## src/rtl/irqagg_pkg.sv

```systemverilog
package irqagg_pkg;
   localparam int WORD_W  = 32;
   localparam int ADDR_W  = 12;
   localparam int GLB_BIT = 31;
   localparam int EVT_N   = 4;
   localparam int EVT_LSB = 1;

   typedef logic [WORD_W-1:0] word_t;
   typedef logic [ADDR_W-1:0] addr_t;

   localparam addr_t OFS_REV    = 12'h000;
   localparam addr_t OFS_PCNT   = 12'h004;
   localparam addr_t OFS_GSTAT  = 12'h020;
   localparam addr_t OFS_GEN    = 12'h024;
   localparam addr_t OFS_GCLR   = 12'h028;
   localparam addr_t OFS_EE_SRC = 12'h800;
   localparam addr_t OFS_EE_MSK = 12'h804;
   localparam addr_t EE_STRIDE  = 12'h080;

   function automatic addr_t ee_src_addr(input int e);
      return addr_t'(OFS_EE_SRC + addr_t'(e) * EE_STRIDE);
   endfunction

   function automatic addr_t ee_msk_addr(input int e);
      return addr_t'(OFS_EE_MSK + addr_t'(e) * EE_STRIDE);
   endfunction
endpackage

```

## src/rtl/irqagg_pipe_reduce.sv

```systemverilog
module irqagg_pipe_reduce #(
   parameter int NPIPE  = 31,
   parameter int STAT_W = 6
) (
   input  logic [NPIPE*STAT_W-1:0] stat_i,
   input  logic [NPIPE*STAT_W-1:0] en_i,
   output logic [NPIPE-1:0]        pend_o
);
   generate
      if (STAT_W < 1) begin : g_bad
         $error("irqagg_pipe_reduce: STAT_W must be at least 1");
      end
      for (genvar n = 0; n < NPIPE; n++) begin : g_pipe
         if (STAT_W == 1) begin : g_single
            assign pend_o[n] = stat_i[n] & en_i[n];
         end else begin : g_multi
            logic [STAT_W-1:0] qual;
            assign qual      = stat_i[n*STAT_W +: STAT_W] & en_i[n*STAT_W +: STAT_W];
            assign pend_o[n] = |qual;
         end
      end
   endgenerate
endmodule

```

## src/rtl/irqagg_glb_evt.sv

```systemverilog
module irqagg_glb_evt
   import irqagg_pkg::*;
#(
   parameter int NEVT = EVT_N
) (
   input  logic            clk,
   input  logic            rst_n,
   input  logic [NEVT-1:0] evt_i,
   input  logic            en_we_i,
   input  logic            clr_we_i,
   input  logic [NEVT-1:0] wbits_i,
   output logic [NEVT-1:0] stat_o,
   output logic [NEVT-1:0] en_o,
   output logic            pend_o
);
   logic [NEVT-1:0] stat_q, en_q;
   logic [NEVT-1:0] clr_mask;

   assign clr_mask = clr_we_i ? wbits_i : '0;

   always_ff @(posedge clk or negedge rst_n) begin
      if (!rst_n) begin
         stat_q <= '0;
         en_q   <= '0;
      end else begin
         stat_q <= (stat_q & ~clr_mask) | evt_i;
         if (en_we_i) en_q <= wbits_i;
      end
   end

   assign stat_o = stat_q;
   assign en_o   = en_q;
   assign pend_o = |(stat_q & en_q);

   generate
      for (genvar i = 0; i < NEVT; i++) begin : g_chk
         AST_EVT_SETS: assert property (@(posedge clk) disable iff (!rst_n)
            evt_i[i] |=> stat_q[i]);
         AST_EVT_HOLDS: assert property (@(posedge clk) disable iff (!rst_n)
            (stat_q[i] && !(clr_we_i && wbits_i[i])) |=> stat_q[i]);
         AST_CLR_EXACT: assert property (@(posedge clk) disable iff (!rst_n)
            (clr_we_i && wbits_i[i] && !evt_i[i]) |=> !stat_q[i]);
         AST_SET_WINS: assert property (@(posedge clk) disable iff (!rst_n)
            (clr_we_i && wbits_i[i] && evt_i[i]) |=> stat_q[i]);
      end
   endgenerate

   AST_EN_WRITE: assert property (@(posedge clk) disable iff (!rst_n)
      en_we_i |=> (en_q == $past(wbits_i)));
endmodule

```

## src/rtl/irqagg_ee_slot.sv

```systemverilog
module irqagg_ee_slot
   import irqagg_pkg::*;
#(
   parameter int NPIPE   = 31,
   parameter bit IRQ_REG = 1'b1
) (
   input  logic  clk,
   input  logic  rst_n,
   input  logic  msk_we_i,
   input  word_t wdata_i,
   input  word_t raw_i,
   output word_t msk_o,
   output word_t src_o,
   output logic  irq_o
);
   localparam word_t PIPE_BITS = word_t'((64'd1 << NPIPE) - 64'd1);
   localparam word_t LEGAL     = PIPE_BITS | (word_t'(1) << GLB_BIT);

   word_t msk_q;
   logic  any_src;

   always_ff @(posedge clk or negedge rst_n) begin
      if (!rst_n)        msk_q <= '0;
      else if (msk_we_i) msk_q <= wdata_i & LEGAL;
   end

   assign msk_o   = msk_q;
   assign src_o   = raw_i & msk_q;
   assign any_src = |src_o;

   generate
      if (IRQ_REG) begin : g_reg
         logic irq_q;
         always_ff @(posedge clk or negedge rst_n) begin
            if (!rst_n) irq_q <= 1'b0;
            else        irq_q <= any_src;
         end
         assign irq_o = irq_q;

         AST_IRQ_RISE: assert property (@(posedge clk) disable iff (!rst_n)
            any_src |=> irq_o);
         AST_IRQ_FALL: assert property (@(posedge clk) disable iff (!rst_n)
            !any_src |=> !irq_o);
      end else begin : g_comb
         assign irq_o = any_src;
      end
   endgenerate

   AST_MASK_WRITE: assert property (@(posedge clk) disable iff (!rst_n)
      msk_we_i |=> (msk_q == ($past(wdata_i) & LEGAL)));
   AST_MASK_STABLE: assert property (@(posedge clk) disable iff (!rst_n)
      !msk_we_i |=> $stable(msk_q));
endmodule

```

## src/rtl/irq_src_aggregator.sv

```systemverilog
module irq_src_aggregator
   import irqagg_pkg::*;
#(
   parameter int          NPIPE   = 31,
   parameter int          NEE     = 4,
   parameter int          STAT_W  = 6,
   parameter logic [7:0]  REV     = 8'h14,
   parameter bit          IRQ_REG = 1'b1
) (
   input  logic                    clk,
   input  logic                    rst_n,
   input  logic [NPIPE*STAT_W-1:0] pipe_stat_i,
   input  logic [NPIPE*STAT_W-1:0] pipe_en_i,
   input  logic [EVT_N-1:0]        glb_evt_i,
   input  logic                    bus_wr_i,
   input  logic [ADDR_W-1:0]       bus_addr_i,
   input  logic [WORD_W-1:0]       bus_wdata_i,
   output logic [WORD_W-1:0]       bus_rdata_o,
   output logic [NEE-1:0]          irq_o
);
   generate
      if (NPIPE < 1 || NPIPE > GLB_BIT) begin : g_bad_npipe
         $error("irq_src_aggregator: NPIPE must be 1..31");
      end
      if (NEE < 1 || NEE > 15) begin : g_bad_nee
         $error("irq_src_aggregator: NEE must be 1..15");
      end
   endgenerate

   logic [NPIPE-1:0] pipe_pend;
   logic [EVT_N-1:0] gstat, gen;
   logic             glb_pend;
   word_t            raw_src;
   word_t            ee_src [NEE];
   word_t            ee_msk [NEE];
   logic             gen_we, gclr_we;
   word_t            gstat_w, gen_w;

   irqagg_pipe_reduce #(.NPIPE(NPIPE), .STAT_W(STAT_W)) u_reduce (
      .stat_i (pipe_stat_i),
      .en_i   (pipe_en_i),
      .pend_o (pipe_pend)
   );

   assign gen_we  = bus_wr_i && (bus_addr_i == OFS_GEN);
   assign gclr_we = bus_wr_i && (bus_addr_i == OFS_GCLR);

   irqagg_glb_evt #(.NEVT(EVT_N)) u_glb (
      .clk      (clk),
      .rst_n    (rst_n),
      .evt_i    (glb_evt_i),
      .en_we_i  (gen_we),
      .clr_we_i (gclr_we),
      .wbits_i  (bus_wdata_i[EVT_LSB +: EVT_N]),
      .stat_o   (gstat),
      .en_o     (gen),
      .pend_o   (glb_pend)
   );

   always_comb begin
      raw_src                = '0;
      raw_src[NPIPE-1:0]     = pipe_pend;
      raw_src[GLB_BIT]       = glb_pend;
   end

   generate
      for (genvar e = 0; e < NEE; e++) begin : g_ee
         logic msk_we;
         assign msk_we = bus_wr_i && (bus_addr_i == ee_msk_addr(e));
         irqagg_ee_slot #(.NPIPE(NPIPE), .IRQ_REG(IRQ_REG)) u_slot (
            .clk      (clk),
            .rst_n    (rst_n),
            .msk_we_i (msk_we),
            .wdata_i  (bus_wdata_i),
            .raw_i    (raw_src),
            .msk_o    (ee_msk[e]),
            .src_o    (ee_src[e]),
            .irq_o    (irq_o[e])
         );
      end
   endgenerate

   always_comb begin
      gstat_w = '0;
      gstat_w[EVT_LSB +: EVT_N] = gstat;
      gen_w = '0;
      gen_w[EVT_LSB +: EVT_N] = gen;
   end

   always_comb begin
      bus_rdata_o = '0;
      case (bus_addr_i)
         OFS_REV:   bus_rdata_o = {20'd0, 4'(NEE), REV};
         OFS_PCNT:  bus_rdata_o = {24'd0, 8'(NPIPE)};
         OFS_GSTAT: bus_rdata_o = gstat_w;
         OFS_GEN:   bus_rdata_o = gen_w;
         default:   bus_rdata_o = '0;
      endcase
      for (int e = 0; e < NEE; e++) begin
         if (bus_addr_i == ee_src_addr(e)) bus_rdata_o = ee_src[e];
         if (bus_addr_i == ee_msk_addr(e)) bus_rdata_o = ee_msk[e];
      end
   end

   AST_GSTAT_RO: assert property (@(posedge clk) disable iff (!rst_n)
      (bus_wr_i && bus_addr_i == OFS_GSTAT && glb_evt_i == '0) |=> $stable(gstat));
endmodule

```

## config.mk

```make
export PLATFORM = sky130hd
export DESIGN_NAME = irq_src_aggregator
export DESIGN_NICKNAME = d
export VERILOG_FILES = /design/src/rtl/irqagg_pkg.sv /design/src/rtl/irqagg_pipe_reduce.sv /design/src/rtl/irqagg_glb_evt.sv /design/src/rtl/irqagg_ee_slot.sv /design/src/rtl/irq_src_aggregator.sv
export SDC_FILE = /design/constraint.sdc
export NUM_CORES = 1
export LEC_CHECK = 0
export ABC_AREA = 1
export BUFFER_PORTS_ARGS = -buffer_cell sky130_fd_sc_hd__buf_2
export CAP_MARGIN = 20
export CORE_AREA = 2 2 180 182
export CTS_BUF_LIST = sky130_fd_sc_hd__clkbuf_2 sky130_fd_sc_hd__clkbuf_4 sky130_fd_sc_hd__clkbuf_8
export CTS_CLUSTER_SIZE = 16
export DETAILED_ROUTE_END_ITERATION = 10
export DIE_AREA = 0 0 182 184
export GPL_ROUTABILITY_DRIVEN = 0
export PLACE_DENSITY = 0.59
export SLEW_MARGIN = 20
export SYNTH_ARGS = -nofsm -noshare
export SYNTH_HDL_FRONTEND = slang
export SYNTH_SLANG_ARGS = --single-unit
```

## constraint.sdc

```tcl
create_clock -name clk -period 1.8 [get_ports clk]
set_clock_uncertainty 0.05 [all_clocks]
set_input_delay 0.18 -clock clk [delete_from_list [all_inputs] [get_ports clk]]
set_output_delay 0.18 -clock clk [all_outputs]
set_load 0.01 [all_outputs]
```

### Word level (Yosys, flattened, before mapping)

Cells that the tools add are included.

* register bits after elaboration: 140
* output and inout port bits: 36

* reductions and logical operators: 43
* equality and inequality tests: 12
* multiplexer cells: 10
* bitwise operators: 39

Operator list (count)
* $mux W32: 8
* $and A6 B6 Y6: 31
* $reduce_or A6 Y1: 31
* $and A32 B32 Y32: 4
* $reduce_or A32 Y1: 4
* $eq A12 B12 Y1 const B: 8
* $pmux W11 S4: 1
* $eq A12 B6 Y1 const B: 3
* $eq A12 B3 Y1 const B: 1
* $logic_not A12 Y1: 1
* $and A4 B4 Y4: 2
* $logic_and A1 B1 Y1: 6
* $mux W4: 1
* $not A4 Y4: 1
* $or A4 B4 Y4: 1
* $reduce_or A4 Y1: 1

### Depth between registers and ports, before layout

* depth after elaboration: 11
* depth in mapped cells: 14
* gate-level depth less buffers: 14

### By module

From an unflattened synthesis, not the netlist that was laid out.

* cell total of the unflattened synthesis: 1543
* area total of the unflattened synthesis: 10721.5 sq um

Modules (own cells, without submodules)
* irqagg_ee_slot: area each 1726.7 sq um, times used 4, cells each 164
* irq_src_aggregator: area each 2074.5 sq um, times used 1, cells each 470
* irqagg_pipe_reduce: area each 1396.3 sq um, times used 1, cells each 372
* irqagg_glb_evt: area each 344.1 sq um, times used 1, cells each 45

### Worst setup path before layout

No wires, ideal clock.

* path kind: in2out
* start point: in bus_addr_i[5]
* end point: out bus_rdata_o[0]
* data arrival time: 1.287 ns
* stages on the path: 8
* data required time: 1.570 ns
* slack: 0.283 ns
* path through: nor2_1 > nand2_1 > inv_2 > nand2_2 > nor2_2 > clkbuf_1 > nand3_1 > nand4_1

* word-level cells in the longest chain between the ends: 10

RTL lines
* start: declaration: RTL line irq_src_aggregator.sv:16 `input logic [ADDR_W-1:0] bus_addr_i,`
* $eq A12 B6 Y1 (tied with other cells): RTL line irq_src_aggregator.sv:92 `case (bus_addr_i)`
* $pmux W11 S4: RTL line irq_src_aggregator.sv:92
* $mux W32: RTL line irq_src_aggregator.sv:100 `if (bus_addr_i == ee_src_addr(e)) bus_rdata_o = ee_src[e];`
* $mux W32: RTL line irq_src_aggregator.sv:101 `if (bus_addr_i == ee_msk_addr(e)) bus_rdata_o = ee_msk[e];`
* $mux W32: RTL line irq_src_aggregator.sv:100
* $mux W32: RTL line irq_src_aggregator.sv:101
* $mux W32: RTL line irq_src_aggregator.sv:100
* $mux W32: RTL line irq_src_aggregator.sv:101
* $mux W32: RTL line irq_src_aggregator.sv:100
* $mux W32 (*): RTL line irq_src_aggregator.sv:101
* end: declaration: RTL line irq_src_aggregator.sv:18 `output logic [WORD_W-1:0] bus_rdata_o,`

Every way passes the cells marked *; elsewhere a longest branch is shown, timed or not.

### Worst setup path after layout

* start point: reg u_glb.en_q[2], in the netlist u_glb.en_o[2]
* end point: out bus_rdata_o[31]

* word-level cells in the longest chain between the ends: 11

RTL lines
* start: declaration: RTL line irqagg_glb_evt.sv:16 `logic [NEVT-1:0] stat_q, en_q;`
* start signal: assignment: RTL line irqagg_glb_evt.sv:27 `if (en_we_i) en_q <= wbits_i;`
* $and A4 B4 Y4 (*): RTL line irqagg_glb_evt.sv:33 `assign pend_o = |(stat_q & en_q);`
* $reduce_or A4 Y1 (*): RTL line irqagg_glb_evt.sv:33
* $and A32 B32 Y32: RTL line irqagg_ee_slot.sv:28 `assign src_o = raw_i & msk_q;`
* $mux W32: RTL line irq_src_aggregator.sv:100
* $mux W32: RTL line irq_src_aggregator.sv:101
* $mux W32: RTL line irq_src_aggregator.sv:100
* $mux W32: RTL line irq_src_aggregator.sv:101
* $mux W32: RTL line irq_src_aggregator.sv:100
* $mux W32: RTL line irq_src_aggregator.sv:101
* $mux W32 (*): RTL line irq_src_aggregator.sv:100
* $mux W32 (*): RTL line irq_src_aggregator.sv:101

Marks and branches as above.

==> results.md <==
- Synth Flop Type: dfrtp_1
- Max Freq: 428.5 MHz
- Synth unique cells: 34
- Setup CP Type: reg -> out
- Slew Viols, Final: 0
- Asr flop ratio synth: 1.000
- Endpoint type of the worst setup path: output port
- Fin area: 15070 µm²
- Synth top area share: 0.3707
- Initial DRC count: 627
- DRT Pass-1 Iters: 7
- Largest net degree at the start of global routing: 65
- P_leak: 8.021 nW
- Global Route Usage Sum: 0.2218
- # setup viols final: 33
- Overall Power: 6.947 mW
- PD cells: 461.0 nW/µm²
- Fin util: 0.4800
- Compound-Gate Fraction of Synth Area: 0.1155
- Post-Synth XOR/XNOR Area: 0
- Synth Area per Inst: 6.279 µm²
- Wirelength, routed: 38.13 mm
- FILL cells: 3143
- Post-synthesis adder-cell area fraction: 0
- Worst setup path start: u_glb.en_o[2]
- Slew @ Worst Pin: 380.4 ps
- CP Max Fanout: 3
- Min Tclk post-route: 2334 ps
- Combinational family with the most area after synthesis: simple AND/OR/NAND/NOR gates
- Largest buffer count on any clock path: 2
- Inserted Clock Buffers: 17
- Top-count cell post-synth: nand2_1
- WP data required: 1570 ps
- CTS clk-pin slew, worst paths: 80 ps
- Full die area: 33490 µm²
- DP Area: 13030 µm²
- Syn Nets: 1928
- Setup crit end: bus_rdata_o[31]
- Failing checks: negative setup slack
- Via count: 12032
- Die span in x: 182 µm
- Fin worst setup slack: -533.9 ps
- Port Buffers: 458
- WHS: 9.466 ps
- Clock Latency Late Sink: 470 ps
- Status: finished with violations
- Layout cell share with drive strength beyond 1: 0.3670
- R2R setup slack: -40 ps
- R2r startpoint: u_glb.en_o[2]
- Synth area leaders: dfrtp_1, nand2_1, nand3_1
- Root buffer cell: clkbuf_8
- Core Region: 31390 µm²
- Drc violations: 0
- Initial antenna violation count: 0
- Row cnt: 65
- Inserted Diodes: 0
- First-pass GRT wire length: 58.84 mm
- List of most frequent post-synthesis cells: nand2_1, dfrtp_1, nor2_1
- Max IR drop VDD: 0.4088 mV
- CP startpoint kind: register
- Setup TNS: -6330 ps
- Final worst-path cycle share: 1.297
- Via density: 4.756
- Area leader, netlist: dfrtp_1
- EDFF count, synth: 0
- CTS tree: done
- Unrepaired setup endpoints after global routing: yes
- CTS H-Tree Depth: 4
- Routed length per instance: 15.07 µm
- Seq/Total Area, Yosys: 0.3707
- Fin. Hold Viols: 0
- Yosys reg bits: 140
- Initial core utilization: 0.3010
- Vias in the first global route: 11563
- Max_cap viols: 0
- Reg-to-Reg End: g_ee[3].u_slot.irq_o
- Layout Area Growth over Synthesis: 59.46%
- Total gr overflow: 0
- FF-to-FF path depth: 12
- Hold path depth: 3
- Worst min path class: in -> reg
- Synth warn: 0
- Boundary Pins: 459
- Layout Nets: 2538
- Synth Instances: 1505
- DPL Wire Length: 28.55 mm
- ANT nets after route: 0
- Relative slew slack: 0.7441
- Post-synthesis mux area share: 0
- WP data arrival: 2100 ps
- Die span in y: 184 µm
- Post-synthesis cell area: 9450 µm²
- Synth Area in Simple Gates: 0.4406
- Total clock sinks: 140
[routing by layer]
layer  wire length [µm]  global-route usage  up-vias
li1                   -                   -     6101
met1              16470              0.2799     5450
met2              18990              0.3983      446
met3               2254             0.03269       35
met4                412             0.05355        0
met5                  0                   0        -
[cells in the final DEF (no fill, tap or decap), types with 3 or more instances in the layout]
cell	synthesis	routed
nand3_4	0	7
nand3_1	127	96
buf_4	8	93
clkbuf_8	0	19
a31oi_1	4	4
buf_16	0	3
nand2_4	0	7
inv_1	104	103
nor2_4	2	15
nand2_2	7	18
nor3_1	23	19
o21ai_1	125	116
inv_4	0	5
nor2_2	1	13
a22o_1	19	19
clkinvlp_4	0	4
nand3_2	3	27
dfrtp_1	140	140
inv_2	12	4
nor2_1	136	111
a21oi_2	0	10
nor3_2	2	6
o21ai_2	0	9
inv_6	0	4
nand2_1	644	625
a22oi_2	0	5
buf_6	0	40
o21bai_1	3	3
o21ai_0	27	27
buf_12	0	20
nand4_1	42	42
buf_2	25	441
dlygate4sd3_1	0	34
buf_8	0	10
[stage by stage]
stage	std cells	setup slack (ps)
floorplan	1505	282.8
global placement	2429	-317.1
detailed placement	2429	-273.1
CTS	2520	-525.6
global route	2530	-682.5
finish	2530	-533.9
[kinds of logic (layout without fill, tap and decap cells)]
group / after synthesis / in the layout
buffers and inverters: 168 / 791
DFF: 140 / 140
AOI/OAI and AO/OA: 198 / 198
and+or+nand+nor: 999 / 999
[power by group]
group          switching [mW]  total, mW  leakage [nW]  internal, mW
clock network            1.34       2.53         0.186          1.19
logic                   0.594       1.23          5.90         0.640
registers              0.0147       3.18          1.93          3.16
[critical path, stage by stage, from the launching register on]
cell and delay [ps]:
dfrtp_1 400, a22o_1 260, nor2_2 120, buf_6 120
buf_6 90, o21ai_2 40, nand2_1 50, nand2_1 60
nor3_2 160, nand4_1 150, buf_2 180
[what timing repair did]
| item | CTS | global route |
|---|---|---|
| resized for setup | 157 | 83 |
| cloned | 5 | 1 |
| pin swaps | 51 | 64 |
| hold endpoints to repair | 246 | 0 |
| setup buffers | 20 | 11 |
| endpoints found under the setup margin | 35 | 35 |
| hold buffers | 34 | 0 |
[sequential cells by signal, summed over array words and instances, names as in the netlist]
signal,flops
g_ee.u_slot.irq_o,4
g_ee.u_slot.msk_o,128
u_glb.en_o,4
u_glb.stat_o,4
[final cells by class]
class / count / area (µm²) / share of cell area
clock buffer: 20 / 269.0 / 0.01785
clock inverter: 12 / 113.9 / 0.007556
inverter: 116 / 480.5 / 0.03188
multi-input combinational: 1197 / 5829 / 0.3868
sequential: 140 / 3503 / 0.2325
tap: 402 / 503.0 / 0.03338
timing repair buffer: 642 / 4354 / 0.2889
timing repair inverter: 1 / 16.27 / 0.001079
[how the worst min path moves through the flow]
stage,to,slack [ps],start
after floorplan,g_ee[0].u_slot.irq_o,-170,rst_n
after global placement,u_glb.stat_o[2],10,rst_n
after detailed placement,g_ee[3].u_slot.msk_o[4],10,rst_n
after CTS,g_ee[1].u_slot.msk_o[4],4,bus_wdata_i[4]
after global routing,g_ee[1].u_slot.msk_o[4],10,bus_wdata_i[4]
final,g_ee[3].u_slot.msk_o[4],9,bus_wdata_i[4]
(Power assumes the default switching activity.)
